[src/rtl/hilo_mac.sv]
module hilo_mac #(
  parameter int W = 32
) (
  input  logic         clk,
  input  logic         rst,
  input  logic         start,
  input  logic [2:0]   op,
  input  logic [W-1:0] a,
  input  logic [W-1:0] b,
  input  logic         wr_en,
  input  logic [W-1:0] wr_hi,
  input  logic [W-1:0] wr_lo,
  output logic         done,
  output logic [W-1:0] hi,
  output logic [W-1:0] lo
);
  localparam int W2 = 2 * W;

  logic          is_signed;
  logic          op_valid;
  logic [W2-1:0] ext_a, ext_b, prod, acc, next_acc;

  assign is_signed = ~op[0];
  assign op_valid  = (op <= 3'd5);
  assign ext_a     = {{W{is_signed & a[W-1]}}, a};
  assign ext_b     = {{W{is_signed & b[W-1]}}, b};
  assign prod      = ext_a * ext_b;
  assign acc       = {hi, lo};

  always_comb begin
    case (op[2:1])
      2'd0:    next_acc = prod;
      2'd1:    next_acc = acc + prod;
      2'd2:    next_acc = acc - prod;
      default: next_acc = acc;
    endcase
  end

  always_ff @(posedge clk) begin
    if (rst) begin
      hi   <= '0;
      lo   <= '0;
      done <= 1'b0;
    end else if (wr_en) begin
      hi   <= wr_hi;
      lo   <= wr_lo;
      done <= 1'b0;
    end else begin
      done <= start;
      if (start && op_valid) begin
        hi <= next_acc[W2-1:W];
        lo <= next_acc[W-1:0];
      end
    end
  end

  AST_DONE_AFTER_START: assert property (@(posedge clk) disable iff (rst) (start && !wr_en) |=> done);
  AST_DONE_SINGLE: assert property (@(posedge clk) disable iff (rst) !(start && !wr_en) |=> !done);
  AST_BAD_OP_HOLD: assert property (@(posedge clk) disable iff (rst) (start && !wr_en && op > 3'd5) |=> ($stable(hi) && $stable(lo)));
  AST_WRITE_LOAD: assert property (@(posedge clk) disable iff (rst) wr_en |=> (hi == $past(wr_hi) && lo == $past(wr_lo) && !done));
  AST_IDLE_HOLD: assert property (@(posedge clk) disable iff (rst) (!start && !wr_en) |=> ($stable(hi) && $stable(lo)));
endmodule

[config.mk]
export PLATFORM = sky130hd
export DESIGN_NAME = hilo_mac
export DESIGN_NICKNAME = d
export VERILOG_FILES = /design/src/rtl/hilo_mac.sv
export SDC_FILE = /design/constraint.sdc
export NUM_CORES = 2
export LEC_CHECK = 0
export BUFFER_PORTS_ARGS = -buffer_cell sky130_fd_sc_hd__buf_2
export CAP_MARGIN = 20
export CORE_MARGIN = 3
export CORE_UTILIZATION = 60
export DETAILED_ROUTE_END_ITERATION = 8
export PLACE_DENSITY = 0.91
export SLEW_MARGIN = 20
export SYNTH_ARGS = -nofsm -noshare
export SYNTH_HDL_FRONTEND = slang
export SYNTH_SLANG_ARGS = --single-unit
[constraint.sdc]
create_clock -name clk -period 14.3 [get_ports clk]
set_clock_uncertainty 0.15 [all_clocks]
set_input_delay 2.86 -clock clk [delete_from_list [all_inputs] [get_ports clk]]
set_output_delay 2.86 -clock clk [all_outputs]
set_load 0.01 [all_outputs]
==> results.ini <==
[run_status]
outcome = finished, final reports clean

[placed_design]
gp_congestion = 0.984
io_buffers = 199
place_area_mm2 = 0.0488
hpwl_um = 111000

[sta]
fmax_ghz = 0.0725
max_slew.worst_pin.slew_ns = 0.918
finalMaxSlewViolations = 0
finalCritPeriodShare = 0.964
relSlewSlack = 0.388
fin_hold_ws_ns = 0.457
setup-violations-final = 0
min_period_ns = 13.79
hold_viol = 0

[drt]
via_per_inst = 5.86
dr.pass1.iters = 8
post-route-drc-count = 0
routed_wl_um = 130000
vias = 38100
ant_nets = 0
wl_per_cell_um = 20.0
drt_iter0_markers = 3699

[synthesis]
synth_top_family_by_area = adder cells
synth.avg_cell_area_um2 = 8.59
syn-num-nets = 6973
ys_seq_elements = 65
synth_fa_ha_area_frac = 0.558
synth_seq_area_share = 0.0279
synth_top_area_frac = 0.483
async_flop_share = 0
yosysWarnings = 0
ys_types = 88
synth_simple_gate_area_share = 0.170
syn_inst = 5433
yosysTopAreaCell = fa_1
synth_compound_area_frac = 0.0878
synth_ff_type = dfxtp_1
synthMuxAreaShare = 0.00652
synth_area_leaders = fa_1 48%, inv_1 9.1%, ha_1 7.5%, nand2_1 6.6%, and2_1 5.4%
synth_edf_count = 0
syn_area_mm2 = 0.0467
synthXorXnorAreaFrac = 0.0349

[die]
die_area_mm2 = 0.0811
placeableCoreArea_mm2 = 0.0765
die_h_um = 285
initial_core_util = 0.610
die_w_um = 285
io_pins = 200
rows = 101

[global_routing]
grt_use_total = 0.331
antenna_found_initial = 3
grt_max_degree = 96
grt_pass1_wl_um = 216000
grt_pass1_vias = 41300
grt_overflow = 0

[clock_tree]
cts_tree = built
cts_buffer_depth = 2
numClockSinks = 65
clk_pin_slew_ns = 0.07
hold_buffers = 0
h-tree-depth = 3
insertion_delay_ns = 0.35
cts_buffers = 9
cts_root_buf = clkbuf_16

[min_path]
min_path_type = flop to flop

[final_layout]
utilization = 0.645
final_area_mm2 = 0.0493
fin_nets = 7014
area.growth.synth_to_final_pct = 5.62
drive_gt1_frac = 0.0741

[flow_run]
maxCapViolations = 0

[critical_path]
required_ns = 14.39
cp_common_cell = fa_1
cp_slowest_cell = fa_1
cp_max_fo = 13
arrival_ns = 13.88
end_kind = flop
critPathKind = primary input to flop
startpoint_type = primary input
slowest_delay_ns = 0.58

## cell families after synthesis
group,count (synthesis)
compound gates,639
xor+xnor,186
fa+ha+maj,1405
buf+inv,1423
flops,65
mux,30
simple gates,1685
## Yosys cell counts (18+ instances only)
library cell and instances:
mux2i_1 27, and2_1 401, inv_1 1131, or2_2 18
xor2_1 55, o21ai_0 94, ha_1 279, and3_1 20
a31oi_1 33, clkbuf_1 283, a211oi_1 52, fa_1 1126
nor2_1 238, a21oi_1 232, nor3_1 49, nand2_1 822
nand3_1 22, xnor2_1 131, dfxtp_1 65, a21o_1 57
nand4_1 32
## placed cells by master (no fill, tap or decap), drive strengths merged, types with 7 or more instances in the layout
cell     instances
inv           1130
fa            1126
nand2          822
and2           401
buf            305
ha             279
nor2           238
a21oi          233
xnor2          131
o21ai           98
dfxtp           65
a21o            57
xor2            55
a211oi          53
nor3            51
a31oi           33
nand4           33
mux2i           27
clkbuf          27
nand3           22
and3            20
or2             18
or3             18
o21a            16
o211ai          16
o21bai          16
a211o           15
and4            14
nor2b           14
o31ai           12
nand2b          11
a221oi          10
a311oi           9
a31o             8
o2111ai          7
o22ai            7
## worst paths after layout
kind               start  endpoint  slack, ns  cells after the start
setup / recovery   a[20]    hi[31]       0.51                     42
hold / removal    lo[26]    lo[26]       0.46                      2
setup reg to reg   lo[0]    hi[28]      10.05                     16
hold reg to reg   lo[26]    lo[26]       0.46                      2
## routing by layer
| layer | global-route usage | vias to the layer above | wire [um] |
|---|---|---|---|
| met2 | 0.519 | 2427 | 59100 |
| met4 | 0.109 | 0 | 5030 |
| met1 | 0.447 | 18800 | 49100 |
| met5 | 0 | - | 0 |
| met3 | 0.0914 | 388 | 16600 |
| li1 | - | 16500 | - |
## area by class of cell
cell class                 instances  area, um^2
timing repair buffer             322        2010
antenna                            3        7.51
tap                             1030        1290
multi-input combinational       3945       40100
clock inverter                     5        81.3
fill                            5759       27200
clock buffer                      10         229
sequential                        65        1300
inverter                        1131        4250
## sequential cells by signal (all words and copies together), names as in the netlist
signal	count
hi	32
lo	32
done	1
## per-stage QoR
step           std cells  setup WS [ns]    TNS, ns
4_1_cts             6504          0.417          0
5_1_grt             6510      -0.000262  -0.000262
6_report            6511          0.511          0
2_1_floorplan       5433          0.766          0
3_3_place_gp        6489          0.252          0
3_5_place_dp        6489         0.0824          0
## timing repair
action / in CTS / in global routing
gates resized for setup: 0 / 33
buffers inserted: 0 / 4
endpoints found under the hold margin: 0 / 0
setup endpoints to repair: 0 / 13
## worst max-delay path, delay by kind of cell
kind / cells / cell delay (ns)
adders and majority gates: 10 / 4.92
xor gates and xnor gates: 2 / 0.39
buffers and inverters: 7 / 0.59
AOI/OAI and AO/OA: 13 / 2.53
and+or+nand+nor: 10 / 2.59
Power is left out: the tool's default activity adds up to more than one toggle a clock period on the data nets, which glitch-free logic cannot reach.
